File: src/rtl/irtx_pkg.sv
package irtx_pkg;

   typedef enum logic {
      TX_IDLE = 1'b0,
      TX_SEND = 1'b1
   } tx_state_e;

endpackage

File: src/rtl/irtx_ring.sv
module irtx_ring #(
   parameter int DW = 16,
   parameter int AW = 8
) (
   input  logic          clk,
   input  logic          rst,
   input  logic          push,
   input  logic [DW-1:0] push_data,
   input  logic          pop,
   output logic [DW-1:0] head,
   output logic          empty,
   output logic          full,
   output logic [AW-1:0] level
);
   localparam int DEPTH = 1 << AW;

   logic [DW-1:0] mem [DEPTH];
   logic [AW-1:0] wp_q;
   logic [AW-1:0] rp_q;

   always_ff @(posedge clk) begin
      if (push) begin
         mem[wp_q] <= push_data;
      end
   end

   always_ff @(posedge clk) begin
      if (rst) begin
         wp_q <= '0;
         rp_q <= '0;
      end else begin
         if (push) wp_q <= wp_q + 1'b1;
         if (pop)  rp_q <= rp_q + 1'b1;
      end
   end

   always_comb begin
      head  = mem[rp_q];
      empty = (wp_q == rp_q);
      full  = (AW'(wp_q + 1'b1) == rp_q);
      level = wp_q - rp_q;
   end

endmodule

File: src/rtl/irtx_prescale.sv
module irtx_prescale #(
   parameter int DIV = 8
) (
   input  logic clk,
   input  logic rst,
   input  logic run,
   input  logic clr,
   output logic tick
);
   generate
      if (DIV == 1) begin : g_direct
         assign tick = run & ~clr;
      end else begin : g_count
         localparam int PW = $clog2(DIV);
         logic [PW-1:0] pc_q;

         always_ff @(posedge clk) begin
            if (rst || clr || !run) begin
               pc_q <= '0;
            end else if (pc_q == PW'(DIV - 1)) begin
               pc_q <= '0;
            end else begin
               pc_q <= pc_q + 1'b1;
            end
         end

         assign tick = run & ~clr & (pc_q == PW'(DIV - 1));
      end
   endgenerate
endmodule

File: src/rtl/irtx_envelope.sv
module irtx_envelope
   import irtx_pkg::*;
#(
   parameter int DW = 16
) (
   input  logic          clk,
   input  logic          rst,
   input  logic          start,
   input  logic          q_empty,
   input  logic [DW-1:0] q_head,
   input  logic          tick,
   output logic          pop,
   output logic          launch,
   output logic          busy,
   output logic          env,
   output logic          done
);
   tx_state_e     st_q;
   logic [DW-1:0] cnt_q;
   logic [DW-1:0] cmp_q;
   logic          env_q;
   logic          done_q;
   logic          match;

   always_comb begin
      launch = (st_q == TX_IDLE) && start && !q_empty;
      match  = (st_q == TX_SEND) && tick && (cnt_q == cmp_q);
      pop    = launch || (match && !q_empty);
   end

   always_ff @(posedge clk) begin
      if (rst) begin
         st_q   <= TX_IDLE;
         cnt_q  <= '0;
         cmp_q  <= '0;
         env_q  <= 1'b0;
         done_q <= 1'b0;
      end else begin
         done_q <= 1'b0;
         unique case (st_q)
            TX_IDLE: begin
               if (launch) begin
                  st_q  <= TX_SEND;
                  env_q <= 1'b1;
                  cnt_q <= '0;
                  cmp_q <= q_head;
               end
            end
            TX_SEND: begin
               if (tick) begin
                  if (cnt_q == cmp_q) begin
                     cnt_q <= '0;
                     if (!q_empty) begin
                        env_q <= ~env_q;
                        cmp_q <= q_head;
                     end else begin
                        st_q   <= TX_IDLE;
                        env_q  <= 1'b0;
                        done_q <= 1'b1;
                     end
                  end else begin
                     cnt_q <= cnt_q + 1'b1;
                  end
               end
            end
            default: st_q <= TX_IDLE;
         endcase
      end
   end

   assign busy = (st_q == TX_SEND);
   assign env  = env_q;
   assign done = done_q;

endmodule

File: src/rtl/irtx_carrier.sv
module irtx_carrier #(
   parameter int CW = 8
) (
   input  logic          clk,
   input  logic          rst,
   input  logic          wr,
   input  logic [CW-1:0] wdata,
   output logic [CW-1:0] div,
   output logic          sq
);
   logic [CW-1:0] div_q;
   logic [CW-1:0] cc_q;
   logic          sq_q;

   always_ff @(posedge clk) begin
      if (rst) begin
         div_q <= '0;
         cc_q  <= '0;
         sq_q  <= 1'b0;
      end else if (wr) begin
         div_q <= wdata;
         cc_q  <= '0;
         sq_q  <= 1'b0;
      end else if (div_q == '0) begin
         cc_q  <= '0;
         sq_q  <= 1'b0;
      end else if (cc_q == div_q) begin
         cc_q  <= '0;
         sq_q  <= ~sq_q;
      end else begin
         cc_q  <= cc_q + 1'b1;
      end
   end

   assign div = div_q;
   assign sq  = sq_q;

endmodule

File: src/rtl/irtx_burst_top.sv
module irtx_burst_top #(
   parameter int DUR_W    = 16,
   parameter int ADDR_W   = 8,
   parameter int PRESCALE = 8,
   parameter int CAR_W    = 8
) (
   input  logic             clk,
   input  logic             rst,
   input  logic             wr_valid,
   input  logic [DUR_W-1:0] wr_data,
   output logic             wr_ready,
   input  logic             start,
   input  logic             car_wr,
   input  logic [CAR_W-1:0] car_wdata,
   output logic [CAR_W-1:0] car_rdata,
   output logic             busy,
   output logic             done,
   output logic             env_o,
   output logic             ir_out
);
   generate
      if (DUR_W < 2) begin : g_bad_dur
         $error("DUR_W must be at least 2");
      end
      if (ADDR_W < 2 || ADDR_W > 10) begin : g_bad_addr
         $error("ADDR_W must lie in 2..10");
      end
      if (PRESCALE < 1) begin : g_bad_pre
         $error("PRESCALE must be at least 1");
      end
      if (CAR_W < 1) begin : g_bad_car
         $error("CAR_W must be at least 1");
      end
   endgenerate

   logic              q_push;
   logic              q_pop;
   logic [DUR_W-1:0]  q_head;
   logic              q_empty;
   logic              q_full;
   logic [ADDR_W-1:0] q_level;
   logic              tick;
   logic              launch;
   logic              car_sq;

   assign wr_ready = ~q_full;
   assign q_push   = wr_valid & ~q_full;

   irtx_ring #(.DW(DUR_W), .AW(ADDR_W)) u_ring (
      .clk       (clk),
      .rst       (rst),
      .push      (q_push),
      .push_data (wr_data),
      .pop       (q_pop),
      .head      (q_head),
      .empty     (q_empty),
      .full      (q_full),
      .level     (q_level)
   );

   irtx_prescale #(.DIV(PRESCALE)) u_pre (
      .clk  (clk),
      .rst  (rst),
      .run  (busy),
      .clr  (launch),
      .tick (tick)
   );

   irtx_envelope #(.DW(DUR_W)) u_env (
      .clk     (clk),
      .rst     (rst),
      .start   (start),
      .q_empty (q_empty),
      .q_head  (q_head),
      .tick    (tick),
      .pop     (q_pop),
      .launch  (launch),
      .busy    (busy),
      .env     (env_o),
      .done    (done)
   );

   irtx_carrier #(.CW(CAR_W)) u_car (
      .clk   (clk),
      .rst   (rst),
      .wr    (car_wr),
      .wdata (car_wdata),
      .div   (car_rdata),
      .sq    (car_sq)
   );

   assign ir_out = env_o & car_sq;

endmodule

File: config.mk
export PLATFORM = sky130hd
export DESIGN_NAME = irtx_burst_top
export DESIGN_NICKNAME = d
export VERILOG_FILES = /design/src/rtl/irtx_pkg.sv /design/src/rtl/irtx_ring.sv /design/src/rtl/irtx_prescale.sv /design/src/rtl/irtx_envelope.sv /design/src/rtl/irtx_carrier.sv /design/src/rtl/irtx_burst_top.sv
export SDC_FILE = /design/constraint.sdc
export NUM_CORES = 2
export LEC_CHECK = 0
export BUFFER_PORTS_ARGS = -buffer_cell sky130_fd_sc_hd__buf_4
export CAP_MARGIN = 10
export CORE_ASPECT_RATIO = 1.25
export CORE_UTILIZATION = 65
export DETAILED_ROUTE_END_ITERATION = 12
export PLACE_DENSITY_LB_ADDON = 0.1
export SLEW_MARGIN = 20
export SYNTH_ARGS = -nofsm -noshare
export SYNTH_HDL_FRONTEND = slang
export SYNTH_SLANG_ARGS = --single-unit
File: constraint.sdc
create_clock -name clk -period 9.4 [get_ports clk]
set_input_delay 1.88 -clock clk [delete_from_list [all_inputs] [get_ports clk]]
set_output_delay 1.88 -clock clk [all_outputs]
set_load 0.02 [all_outputs]
==> impl_metrics.yaml <==
sta:
  fin_crit_sh_pct: 56.0
  period_needed_ns: 5.27
  layout_setup_ws_ns: 4.13
  rsz0062_at_grt: "false"
  setup_violations: 0
  finalHoldViolations: 0
  max_freq_mhz: 190
  slew_headroom_pct: 18.3
  skew_ns: 0.0460
  maxSlewViolCount: 0
  worstMarginPinSlew_ns: 1.22
  finalSetupTns_ns: 0
global_route:
  grt_max_degree: 157
  grt_overflow: 0
  grt_pass1_wl_microns: 587000
  grt_pass1_vias: 80800
  antenna_found_initial: 15
  grt_use_total_pct: 33.3
floorplanning:
  io_pins: 42
  core_sq_mm: 0.247
  fp-row-count: 204
  die_y_microns: 559
  die_x_microns: 448
  fp.dieArea_sq_mm: 0.251
  start_util_pct: 65.4
drt:
  vias_per_cell: 6.98
  wl_per_cell_microns: 35.3
  dr.pass1.iters: 9
  wl_microns: 414000
  drc: 0
  num_vias: 81900
  final_antenna_net_count: 0
  drtIter0Drc: 10700
yosys:
  ys_types: 61
  synth_edf_count: 4096
  async_flop_share_pct: 0
  syn_nets: 7827
  ys_seq_area_share_pct: 77.1
  synth_seq_cells: 4175
  synthCells: 7789
  yosysWarnings: 0
  synth_ff_type: "edfxtp_1"
  syn_area_sq_mm: 0.162
  synth_area_per_cell_sq_um: 20.7
worst_setup_path:
  critical_path_class: "reg2out"
  start_kind: "flip-flop"
  crit_start: "u_ring.wp_q[0]$_SDFFE_PP0P_"
  path_depth: 8
  cp_slowest_cell: "dfxtp_1"
  required_ns: 7.52
  end_kind: "output pin"
  critPathMaxStageDelay_ns: 0.46
  crit_fanout: 19
  cp_data_arrival_time_ns: 3.39
  rr_worst_depth: 9
  path_common_cell: "buf_4"
  cpLargestDelayFamily: "compound AO/OA/AOI/OAI gates"
  critPathCapture: "wr_ready"
  path_buf_inv: 2
  path_cells: "ha_1, nand3_1, a21boi_0, o31ai_1, o21a_1, o2111ai_2, buf_4, buf_4"
  regToRegEndpoint: "u_env.cmp_q[0]$_SDFFE_PP0P_"
  r2r_slack_ns: 4.15
place:
  post-place-ws_ns: 4.20
  io_buffers: 41
  post-dp-hpwl_microns: 236000
  place.gp.congestion: 0.901
cells_and_area:
  drive_gt1_share_pct: 21.7
  nets: 8168
  syn_to_final_growth_pct: 10.9
  fin_util_pct: 72.5
  fillerInstances: 14400
clock_tree:
  htree_levels: 5
  cts_sinks: 4175
  clk_latency_ns: 0.92
  cts-root-buf: "clkbuf_16"
  cts_max_path_buffers: 4
  postCtsHoldBufs: 0
  clk_pin_slew_ns: 0.06
  tritoncts: "done"
  cts_buffers: 381
  post_cts_buffers: 0
  cts.repair.resized: 0
run_status:
  status: "finished clean"
power_and_ir_drop:
  power_density_mw_per_mm2: 234
  vdd_drop_max_uv: 194
  leakage_nw: 54.4
worst_hold_path:
  hp-class: "reg2reg"
flow_run:
  timing.max_cap.violations: 0
## cells by family after synthesis
family	Yosys count	share of synthesized area, %
XOR/XNOR	65	0.352
AND/OR/NAND/NOR	791	2.15
flip-flops	4175	77.1
multiplexers	1419	14.9
buffers and inverters	485	1.65
adder cells (fa/ha/maj)	9	0.0697
AO/OA/AOI/OAI	845	3.74
## cell usage in the layout (no fill, tap or decap), types with 37 or more instances in the layout
cell / netlist / routed
clkbuf_1: 204 / 72
nor2_1: 354 / 333
a221oi_1: 62 / 62
nand4_1: 44 / 44
clkinv_2: 0 / 74
a21oi_1: 154 / 154
a211oi_1: 49 / 46
mux4_2: 790 / 790
buf_4: 54 / 383
clkinv_1: 1 / 80
dfxtp_1: 79 / 73
bufinv_16: 0 / 43
o21ai_0: 67 / 67
nor3_1: 77 / 75
nand2_1: 187 / 187
a22oi_1: 83 / 83
o22ai_1: 110 / 110
o221ai_1: 214 / 214
edfxtp_1: 4096 / 4096
xor2_1: 37 / 37
a31oi_1: 38 / 38
mux2i_1: 607 / 607
clkbuf_16: 0 / 389
## through the flow
step | hold slack [ns] | instance area, sq um | std cells | total power, W
finish | 0.443 | 179000 | 11700 | 0.0419
global route | 0.453 | 179000 | 11700 | 0.0430
CTS | 0.441 | 179000 | 11700 | 0.0420
detailed placement | 0.432 | 167000 | 11000 | 0.0268
global placement | 0.409 | 167000 | 11000 | 0.0267
floorplan | 0.398 | 162000 | 7789 | 0.0252
## sequential cells by signal, summed over array words and instances (netlist names), named ones only
| signal | cells |
|---|---|
| u_car.cc_q | 8 |
| u_car.div | 8 |
| u_car.sq | 1 |
| u_env.busy | 1 |
| u_env.cmp_q | 16 |
| u_env.cnt_q | 16 |
| u_env.done | 1 |
| u_env.env | 1 |
| u_pre.g_count.pc_q | 3 |
| u_ring.mem | 4096 |
| u_ring.rp_q | 8 |
| u_ring.wp_q | 8 |
## final cells by class
type / instances / area, sq um / area share (%)
multi-input cells: 3129 / 34500 / 19.2
inverters: 15 / 65.1 / 0.0363
flip-flops and latches: 4175 / 125000 / 69.5
diodes: 6 / 15.0 / 0.00838
repair buffers: 428 / 3600 / 2.01
well taps: 3296 / 4120 / 2.30
clock inverters: 227 / 2290 / 1.28
clock buffers: 463 / 10000 / 5.60
## routing by layer
metal  wire length [microns]  global-route usage (%)  vias to the layer above
li1                        -                       -                    33300
met1                  151000                    46.3                    42900
met2                  202000                    52.7                     4896
met3                   41300                    6.37                      846
met4                   19400                    13.5                       10
met5                      78                       0                        -
## cells in the mapped netlist (all sizes together), types with 5 or more instances
library cell	instances	area (sq um)
a211o	25	219
a211oi	49	368
a21oi	154	771
a221o	7	70.1
a221oi	62	543
a22o	6	52.6
a22oi	83	623
a31oi	38	238
and2	10	62.6
and3	19	119
buf	266	1850
clkbuf	204	766
dfxtp	79	1580
edfxtp	4096	123000
ha	9	113
inv	14	52.6
mux2	22	248
mux2i	607	6080
mux4	790	17800
nand2	187	702
nand2b	9	56.3
nand3	35	175
nand4	44	275
nor2	354	1330
nor2b	16	100
nor3	77	385
nor4	22	138
o211ai	5	37.5
o21ai	69	345
o221ai	214	1870
o22ai	110	688
or2	5	31.3
xnor2	28	245
xor2	37	324
## worst min-delay path by stage
stage / from / to / slack (ns) / cells past startpoint
CTS: u_pre.g_count.pc_q[0]$_SDFF_PP0_ / u_pre.g_count.pc_q[0]$_SDFF_PP0_ / 0.44 / 1
global route: u_pre.g_count.pc_q[0]$_SDFF_PP0_ / u_pre.g_count.pc_q[0]$_SDFF_PP0_ / 0.45 / 1
floorplan: u_pre.g_count.pc_q[0]$_SDFF_PP0_ / u_pre.g_count.pc_q[0]$_SDFF_PP0_ / 0.40 / 1
detailed placement: u_pre.g_count.pc_q[0]$_SDFF_PP0_ / u_pre.g_count.pc_q[0]$_SDFF_PP0_ / 0.43 / 1
finish: u_pre.g_count.pc_q[0]$_SDFF_PP0_ / u_pre.g_count.pc_q[0]$_SDFF_PP0_ / 0.44 / 1
global placement: u_pre.g_count.pc_q[0]$_SDFF_PP0_ / u_pre.g_count.pc_q[0]$_SDFF_PP0_ / 0.41 / 1
## where the power goes
group          internal (W)  total [W]  switching, W
sequential           0.0205     0.0206     0.0000986
clock               0.00878     0.0154       0.00666
combinational       0.00248    0.00579       0.00331
Note: power is estimated with default switching activity, not from simulation.
